--- config.mk ---
export PLATFORM = sky130hd
export DESIGN_NAME = phy_mgmt_regs
export DESIGN_NICKNAME = d
export VERILOG_FILES = /design/src/rtl/phy_mgmt_pkg.sv /design/src/rtl/phy_link_sync.sv /design/src/rtl/phy_reg_store.sv /design/src/rtl/phy_live_regs.sv /design/src/rtl/phy_mgmt_regs.sv
export SDC_FILE = /design/constraint.sdc
export NUM_CORES = 1
export LEC_CHECK = 0
export ABC_AREA = 1
export BUFFER_PORTS_ARGS = -buffer_cell sky130_fd_sc_hd__buf_2
export CAP_MARGIN = 20
export CORE_MARGIN = 2
export CORE_UTILIZATION = 27
export CTS_CLUSTER_DIAMETER = 100
export CTS_CLUSTER_SIZE = 25
export DETAILED_ROUTE_END_ITERATION = 16
export PLACE_DENSITY = 0.48
export SLEW_MARGIN = 20
export SYNTH_ARGS = -nofsm -noshare
export SYNTH_HDL_FRONTEND = slang
export SYNTH_SLANG_ARGS = --single-unit
--- constraint.sdc ---
create_clock -name clk -period 1.7 [get_ports clk]
set_clock_uncertainty 0.1 [all_clocks]
set_input_delay 0.17 -clock clk [delete_from_list [all_inputs] [get_ports clk]]
set_output_delay 0.17 -clock clk [all_outputs]
set_load 0.02 [all_outputs]
--- src/rtl/phy_mgmt_pkg.sv ---
package phy_mgmt_pkg;
  localparam int REG_W = 16;

  // register indices whose behaviour is fixed
  localparam int IDX_CTRL    = 0;
  localparam int IDX_STATUS  = 1;
  localparam int IDX_ID_HI   = 2;
  localparam int IDX_ID_LO   = 3;
  localparam int IDX_ADV     = 4;
  localparam int IDX_PARTNER = 5;
  localparam int IDX_DIAG    = 18;

  // advertisement bit positions
  localparam int ADV_F_LO   = 5;
  localparam int ADV_F_HI   = 8;
  localparam int ADV_F_W    = ADV_F_HI - ADV_F_LO + 1;
  localparam int ADV_10FD   = 6;
  localparam int ADV_100HD  = 7;
  localparam int ADV_100FD  = 8;

  // computed word bit positions
  localparam int PARTNER_ACK = 14;
  localparam int PARTNER_SEL = 0;
  localparam int DIAG_SPEED  = 10;
  localparam int DIAG_DUPLEX = 11;

  localparam logic [REG_W-1:0] STATUS_UP_WORD = 16'h782C;

  function automatic logic [REG_W-1:0] reset_word(input int idx);
    case (idx)
      IDX_CTRL:  return 16'h3100;
      IDX_ID_HI: return 16'h0300;
      IDX_ID_LO: return 16'hE400;
      IDX_ADV:   return 16'h01E1;
      default:   return '0;
    endcase
  endfunction
endpackage

--- src/rtl/phy_link_sync.sv ---
module phy_link_sync #(
  parameter int STAGES = 1
) (
  input  logic clk,
  input  logic rst_n,
  input  logic link_i,
  output logic link_o
);
  logic [STAGES-1:0] st;
  logic              armed;

  generate
    if (STAGES == 1) begin : g_single
      always_ff @(posedge clk or negedge rst_n) begin
        if (!rst_n) st <= '1;
        else        st <= link_i;
      end
    end else begin : g_chain
      always_ff @(posedge clk or negedge rst_n) begin
        if (!rst_n) st <= '1;
        else        st <= {st[STAGES-2:0], link_i};
      end
    end
  endgenerate

  assign link_o = st[STAGES-1];

  always_ff @(posedge clk or negedge rst_n) begin
    if (!rst_n) armed <= 1'b0;
    else        armed <= 1'b1;
  end

  // first stage holds the input seen at the previous edge
  p_link_sampled_r7: assert property (@(posedge clk) disable iff (!rst_n)
    armed |-> (st[0] == $past(link_i)));
endmodule

--- src/rtl/phy_reg_store.sv ---
module phy_reg_store
  import phy_mgmt_pkg::*;
#(
  parameter  int NUM_REGS = 32,
  localparam int IDX_W    = $clog2(NUM_REGS)
) (
  input  logic             clk,
  input  logic             rst_n,
  input  logic             wr_en,
  input  logic [IDX_W-1:0] wr_idx,
  input  logic [REG_W-1:0] wr_data,
  input  logic [IDX_W-1:0] rd_idx,
  output logic [REG_W-1:0] rd_word,
  output logic [REG_W-1:0] adv_word
);
  logic [NUM_REGS-1:0][REG_W-1:0] words;

  generate
    for (genvar g = 0; g < NUM_REGS; g++) begin : g_reg
      localparam logic [REG_W-1:0] RST = reset_word(g);
      logic [REG_W-1:0] q;
      always_ff @(posedge clk or negedge rst_n) begin
        if (!rst_n)                              q <= RST;
        else if (wr_en && wr_idx == IDX_W'(g))   q <= wr_data;
      end
      assign words[g] = q;
    end
  endgenerate

  assign rd_word  = words[rd_idx];
  assign adv_word = words[IDX_ADV];

  // a strobed write is visible at its index after the edge
  p_write_lands_r2: assert property (@(posedge clk) disable iff (!rst_n)
    (wr_en && rst_n) |=> (words[$past(wr_idx)] == $past(wr_data)));

  // without a strobe the advertisement word holds
  p_no_strobe_hold_r9: assert property (@(posedge clk) disable iff (!rst_n)
    (!wr_en && rst_n) |=> $stable(adv_word));
endmodule

--- src/rtl/phy_live_regs.sv ---
module phy_live_regs
  import phy_mgmt_pkg::*;
(
  input  logic               link,
  input  logic [ADV_F_W-1:0] adv_field,
  output logic [REG_W-1:0]   status_word,
  output logic [REG_W-1:0]   partner_word,
  output logic [REG_W-1:0]   diag_word
);
  localparam int O10FD  = ADV_10FD  - ADV_F_LO;
  localparam int O100HD = ADV_100HD - ADV_F_LO;
  localparam int O100FD = ADV_100FD - ADV_F_LO;

  logic speed100, full_dup;

  assign speed100 = adv_field[O100HD] | adv_field[O100FD];
  assign full_dup = adv_field[O100FD] | adv_field[O10FD];

  always_comb begin
    status_word = link ? STATUS_UP_WORD : '0;

    partner_word = '0;
    partner_word[PARTNER_ACK]       = 1'b1;
    partner_word[PARTNER_SEL]       = 1'b1;
    partner_word[ADV_F_HI:ADV_F_LO] = adv_field;

    diag_word = '0;
    if (link) begin
      diag_word[DIAG_SPEED]  = speed100;
      diag_word[DIAG_DUPLEX] = full_dup;
    end
  end
endmodule

--- src/rtl/phy_mgmt_regs.sv ---
module phy_mgmt_regs
  import phy_mgmt_pkg::*;
#(
  parameter  int NUM_REGS    = 32,
  parameter  int LINK_STAGES = 1,
  localparam int IDX_W       = $clog2(NUM_REGS)
) (
  input  logic             clk,
  input  logic             rst_n,
  input  logic             link_i,
  input  logic             wr_en,
  input  logic [IDX_W-1:0] wr_idx,
  input  logic [REG_W-1:0] wr_data,
  input  logic [IDX_W-1:0] rd_idx,
  output logic [REG_W-1:0] rd_data
);
  logic             link_q;
  logic [REG_W-1:0] stored_word, adv_word;
  logic [REG_W-1:0] status_word, partner_word, diag_word;

  phy_link_sync #(.STAGES(LINK_STAGES)) i_link (
    .clk(clk), .rst_n(rst_n), .link_i(link_i), .link_o(link_q)
  );

  phy_reg_store #(.NUM_REGS(NUM_REGS)) i_store (
    .clk(clk), .rst_n(rst_n),
    .wr_en(wr_en), .wr_idx(wr_idx), .wr_data(wr_data),
    .rd_idx(rd_idx), .rd_word(stored_word), .adv_word(adv_word)
  );

  phy_live_regs i_live (
    .link(link_q),
    .adv_field(adv_word[ADV_F_HI:ADV_F_LO]),
    .status_word(status_word),
    .partner_word(partner_word),
    .diag_word(diag_word)
  );

  always_comb begin
    case (int'(rd_idx))
      IDX_STATUS:  rd_data = status_word;
      IDX_PARTNER: rd_data = partner_word;
      IDX_DIAG:    rd_data = diag_word;
      default:     rd_data = stored_word;
    endcase
  end

  // status reads zero while the link flag is down
  p_status_down_r4: assert property (@(posedge clk) disable iff (!rst_n)
    (int'(rd_idx) == IDX_STATUS && !link_q) |-> (rd_data == '0));

  // partner word keeps its fixed bits and nothing outside the field
  p_partner_frame_r5: assert property (@(posedge clk) disable iff (!rst_n)
    (int'(rd_idx) == IDX_PARTNER) |->
      (rd_data[PARTNER_ACK] && rd_data[PARTNER_SEL] && ((rd_data & ~16'h41E1) == '0)));

  // a nonzero diagnostic word needs the link up
  p_diag_link_r6: assert property (@(posedge clk) disable iff (!rst_n)
    (int'(rd_idx) == IDX_DIAG && rd_data != '0) |-> link_q);

  // an advertisement write is held whole
  p_adv_update_r8: assert property (@(posedge clk) disable iff (!rst_n)
    (wr_en && rst_n && int'(wr_idx) == IDX_ADV) |=> (adv_word == $past(wr_data)));
endmodule

* Yosys cells after proc, flatten, opt, wreduce, memory -nomap -nowiden
Index checks and enable logic that the tools add are counted.
** Storage, ports and cells
- Register bits after elaboration :: 513
- Input bits :: 30
- Word-level logic and storage cells :: 108
** Operators by class
- $lt $le $gt $ge :: 1
- Equal/unequal tests :: 34
- Mux-type cells :: 5
- Bitwise operators :: 2
- Reduce and logical (&&, ||, !) cells :: 33
** Operator list (count)
- equality test 5 bit (second input constant) :: 17
- binary-select mux 16 bit (select 5 bit) :: 1
- case mux 16 bit (3 select lines) :: 1
- equality test 5 x 4 -> 1 bit (second input constant) :: 8
- logical AND 1 bit :: 32
- equality test 5 x 3 -> 1 bit (second input constant) :: 5
- two-way mux 16 bit :: 1
- two-way mux 15 bit :: 1
- equality test 5 x 1 -> 1 bit (second input constant) :: 2
- equality test 5 x 2 -> 1 bit (second input constant) :: 2
- less-than comparator 5 x 6 -> 1 bit (second input constant) :: 1
- zero test 5 bit :: 1
- two-way mux 2 bit :: 1
- bitwise OR 1 bit :: 2

* Longest topological paths before layout
- Word-level depth :: 3
- Depth in mapped cells :: 13
- Gate-level depth less buffers :: 10

* Cells and area by module
Synthesis repeated with hierarchy kept, for this count alone.
** Second synthesis, totals
- Cell total of the unflattened synthesis :: 3139
- Area total of the unflattened synthesis :: 24395.9 um^2
** By module, submodules not included
- phy_reg_store :: times used 1, cells each 2978, area each 23309.9 um^2, seq. area each 12829.8 um^2
- phy_mgmt_regs :: times used 1, cells each 107, area each 688.2 um^2, seq. area each 0.0 um^2
- phy_live_regs :: times used 1, cells each 53, area each 371.6 um^2, seq. area each 0.0 um^2
- phy_link_sync :: times used 1, cells each 1, area each 26.3 um^2, seq. area each 26.3 um^2

* Worst setup path after synthesis
No wires, ideal clock.
- Kind :: input to output
- Start :: input rd_idx[1]
- End :: output rd_data[1]
- Data arrival time :: 1.452 ns
- Required time :: 1.430 ns
- Path slack :: -0.022 ns
- Cell stages on the path :: 11
- Path buffers :: 2
- Cells stage by stage :: buf_4 inv_2 clkbuf_1 nand3_1 nand2_1 nand2_1 nand2_1 inv_1 nand2_1 nand2_1 a21oi_1
** On the way
- Word-level cells in the longest chain between the ends :: 3
- Elaborated cells between the ends (all ways) :: 6
- Those cells by class :: eq/ne: 3; mux: 3
** RTL lines
- start, declared :: line phy_mgmt_regs.sv:14 : input logic [IDX_W-1:0] rd_idx,
- binary-select mux 16 bit (select 5 bit) :: line phy_reg_store.sv:30 : assign rd_word = words[rd_idx];
- two-way mux 16 bit (implied by the code) :: line phy_reg_store.sv:30
- case mux 16 bit (3 select lines) * :: line phy_mgmt_regs.sv:40 : case (int'(rd_idx))
- end, declared :: line phy_mgmt_regs.sv:15 : output logic [REG_W-1:0] rd_data
Mark *: on every way between the ends. The rest lies on a longest branch, timed or not. The select of a mux whose other input is x is not followed.

* Final worst setup path
- Start :: register i_store.g_reg[6].q[3]
- End :: output rd_data[3]
** On the way
- Word-level cells in the longest chain between the ends :: 3
** RTL lines
- start, declared :: line phy_reg_store.sv:21 : logic [REG_W-1:0] q;
- start signal, assigned :: line phy_reg_store.sv:24 : else if (wr_en && wr_idx == IDX_W'(g)) q <= wr_data;
- binary-select mux 16 bit (select 5 bit) :: line phy_reg_store.sv:30
- two-way mux 16 bit (implied by the code) :: line phy_reg_store.sv:30
- case mux 16 bit (3 select lines) :: line phy_mgmt_regs.sv:40
Every way passes these cells. The select of a mux whose other input is x is not followed.

==> implementation parameters <==
Parameter                              Value

Run status
  Run status    complete, but fails checks
  Failing checks    setup timing

Routing
  Number of nets with antenna violations after routing    0
  Total via count in the routed design    20,040
  Iteration-0 DRC count of the detailed router    1,579
  DR WL/cell    18.35 um
  First-pass iteration count of the detailed router    5
  Post-detailed-route DRC marker count    0
  Via density per instance    4.663
  Post-Route WL    78.84 mm

Finish
  Post-route cell area    28,850 um^2
  Net total in the final layout    3,158
  Non-filler instance count after layout    4,297
  Core utilization of the finished layout    33.10%
  Synth-to-Final Area Change    21.02%
  Layout filler cell count    9,260
  Share of final-layout standard cells stronger than drive strength 1    14.17%

Worst setup path
  R2R depth    3
  Type of origin of the critical path    flip-flop
  CP Data Arrival Time    2.07 ns
  Data required time of the worst path    1.43 ns
  Max incr delay on CP    0.42 ns
  Sequence of cells on the critical path    nor2_2, nor2_1, nand2_1, nand2_1, nand2_1, nand2_2, nor2_1, buf_4, nand2_4, nand3_2, nand2_2, buf_6
  Most numerous cell on the critical path    sky130_fd_sc_hd__nand2_1
  Cell family with most CP delay    simple AND/OR/NAND/NOR gates
  Endpoint of the worst-slack reg-to-reg timing path    i_store.adv_word[7]$_DFFE_PN1P_
  Worst Path Buf+Inv    2
  Endpoint kind of the worst setup timing path    output port
  Slowest cell on crit path    sky130_fd_sc_hd__dfrtp_1
  Setup slack, reg-to-reg    0.74 ns
  Maximum net fanout on the critical path    2
  Classification of the worst setup path    reg -> out
  Reg2Reg Launch Point    i_store.adv_word[7]$_DFFE_PN1P_

Logic synthesis
  Cell area after synthesis    23,840 um^2
  Number of enable-type register cells in the synthesized netlist    0
  Top FF cell, synth    sky130_fd_sc_hd__dfrtp_1
  Synth area leader    sky130_fd_sc_hd__dfrtp_1
  Async set-reset flop share out of synthesis    100.0%
  Synth Area per Inst    7.732 um^2
  Leading post-synthesis cells by cell area    sky130_fd_sc_hd__dfrtp_1 (52%), sky130_fd_sc_hd__nand2_1 (15%), sky130_fd_sc_hd__o21ai_0 (13%), sky130_fd_sc_hd__nor2_1 (5.7%), sky130_fd_sc_hd__nand3_1 (3.1%)
  Count leader, synth    sky130_fd_sc_hd__nand2_1
  Cell variety after synth    24
  Number of synthesized register bits    513
  Sequential element share of the synthesized area    53.93%
  Top post-synthesis cells by count    sky130_fd_sc_hd__nand2_1 (930), sky130_fd_sc_hd__o21ai_0 (638), sky130_fd_sc_hd__dfrtp_1 (498)
  Mapped Nets    3,113
  Yosys top cell area share    52.28%
  Number of standard cells after synthesis    3,083
  Yosys synthesis warning count    0

Clock tree
  Clock latency at the later pin of the worst-skew pair    0.60 ns
  Maximum clock insertion buffer count    3
  Clock tree from TritonCTS    done
  TritonCTS Buffers    26
  Clock slew at reported path FFs    0.10 ns
  Sinks on Clock Net    513
  H-Tree Level Count    1
  Clk root buf    sky130_fd_sc_hd__clkbuf_16

Global routing
  Global route overflow    0
  Global-route wire length before repair    123.3 mm
  Largest net degree at the start of global routing    66
  Via count of the first global-routing pass    19,650
  Initial antenna violation count    2
  GR Util All Layers    17.55%

STA
  Period minus WS final    2.339 ns
  Share of the clock period used by the worst path after layout    137.6%
  Setup violations, final    16
  Final Hold Viols    0
  Slew margin rel.    69.06%
  Post-route setup slack    -0.6388 ns
  RSZ-0062 raised after global routing    true
  Slew Viols, Final    0
  Highest attainable clock frequency    0.4276 GHz
  Transition time of the tightest slew-check pin    0.4641 ns

Hold path
  Critical hold path startpoint    wr_data[7]
  Endpoint of the worst hold path    i_store.g_reg[13].q[7]$_DFFE_PN0P_
  Path category of the worst min-delay check    in -> reg
  Hold Path Depth    4

Placement
  Number of placed cells counting well taps    4,236
  Number of port buffers    45
  Placed cell areas    27,200 um^2
  Half-perimeter wire length after detailed placement    49.95 mm
  Final RePlAce weighted congestion    0.8021

Floorplan
  Ports    46
  Initial standard-cell utilization of the core    27.35%
  Core ar.    87,160 um^2
  Die Outline Area    90,680 um^2
  Y dimension of the die    301.1 um
  Die Width    301.1 um
  Count of standard-cell rows    108

Power and ir drop
  Total power divided by cell area    1000 nW/um^2
  Maximum ir drop on the vdd rail    0.6789 mV
  Leak Pwr    13.51 nW

Run
  Number of max-cap violations    0
state kept, by name, summed over array words and instances, names as in the netlist:
register,count
i_store.g.q,496
i_link.link_o,1
i_store.adv_word,16
placed cells by master, fill, tap and decap left out, types with 3 or more instances in the layout:
cell,n
sky130_fd_sc_hd__nand3_1,105
sky130_fd_sc_hd__o211ai_1,25
sky130_fd_sc_hd__buf_4,114
sky130_fd_sc_hd__a21oi_1,23
sky130_fd_sc_hd__inv_1,134
sky130_fd_sc_hd__dfstp_2,15
sky130_fd_sc_hd__buf_12,94
sky130_fd_sc_hd__a21oi_2,6
sky130_fd_sc_hd__dfrtp_1,498
sky130_fd_sc_hd__nand2_2,43
sky130_fd_sc_hd__nor2_1,335
sky130_fd_sc_hd__inv_8,3
sky130_fd_sc_hd__o21ai_1,34
sky130_fd_sc_hd__o21ai_0,634
sky130_fd_sc_hd__clkbuf_16,27
sky130_fd_sc_hd__nor2_4,12
sky130_fd_sc_hd__nand2_4,9
sky130_fd_sc_hd__buf_6,13
sky130_fd_sc_hd__nand2_1,879
sky130_fd_sc_hd__nor2_2,17
sky130_fd_sc_hd__o22ai_1,6
sky130_fd_sc_hd__nand3_2,43
sky130_fd_sc_hd__clkbuf_1,4
sky130_fd_sc_hd__dlygate4sd3_1,17
sky130_fd_sc_hd__buf_2,27
worst max-delay path by stage:
| stage | to | from | cells past startpoint |
|---|---|---|---|
| finish | rd_data[3] | i_store.g_reg[6].q[3]$_DFFE_PN0P_ | 12 |
| global route | rd_data[3] | i_store.g_reg[22].q[3]$_DFFE_PN0P_ | 12 |
| CTS | rd_data[4] | i_store.g_reg[22].q[4]$_DFFE_PN0P_ | 12 |
| detailed placement | rd_data[11] | rd_idx[1] | 13 |
| global placement | rd_data[11] | rd_idx[1] | 13 |
| floorplan | rd_data[9] | rd_idx[1] | 9 |
worst min-delay path: cells and delay by family:
kind,cells,cell delay [ns]
AO/OA/AOI/OAI,1,0.20
buffers and inverters,3,0.35
where the power goes:
part | switching [W] | internal, W
registers | 0.00121 | 0.0145
clock network | 0.00438 | 0.00313
logic | 0.00335 | 0.00231
total | 0.00893 | 0.0199
per-layer routing:
metal / GRT usage (%) / routed length [um] / share of wire, %
met1: 26.68 / 40050 / 51
met2: 27.08 / 34220 / 43
met3: 1.895 / 3230 / 4.1
met4: 2.985 / 1333 / 1.7
met5: 0 / 0 / 0
area by class of cell:
| type | instances | area (um^2) | area share (%) |
|---|---|---|---|
| flip-flops and latches | 513 | 12860 | 44.57 |
| multi-input cells | 2181 | 9997 | 34.65 |
| repair buffers | 267 | 3219 | 11.16 |
| well taps | 1155 | 1445 | 5.010 |
| clock buffers | 31 | 690.7 | 2.394 |
| inverters | 139 | 529.3 | 1.835 |
| clock inverters | 9 | 105.1 | 0.3643 |
| diodes | 2 | 5.005 | 0.01735 |
logic make-up (layout without fill, tap and decap cells):
| kind of cell | after synthesis | in the layout | synth area share [%] |
|---|---|---|---|
| flip-flops | 513 | 513 | 53.93 |
| other | 0 | 2 | 0 |
| AO/OA/AOI/OAI | 730 | 730 | 15.62 |
| AND/OR/NAND/NOR | 1451 | 1451 | 23.90 |
| buffers and inverters | 389 | 446 | 6.545 |
metrics by stage:
stage                     TNS [ns]  worst slack [ns]  hold WS (ns)  power, W
final                       -8.650           -0.6388       0.07588   0.02885
after detailed placement    -6.335           -0.5558      -0.02281   0.02128
after global routing        -10.53           -0.7402       0.09186   0.03071
after CTS                   -9.698           -0.6844       0.04924   0.02904
after floorplan                  0           0.06056       -0.2256   0.01897
after global placement      -6.312           -0.5349      -0.02106   0.02117
repair_timing:
action,4_1_cts,5_1_grt
endpoints found under the hold margin,965,0
buffers inserted,0,5
gates resized for setup,125,61
pin swaps,43,47
endpoints found under the setup margin,16,16
hold buffers,18,0
Note: power is estimated with default switching activity, not from simulation.
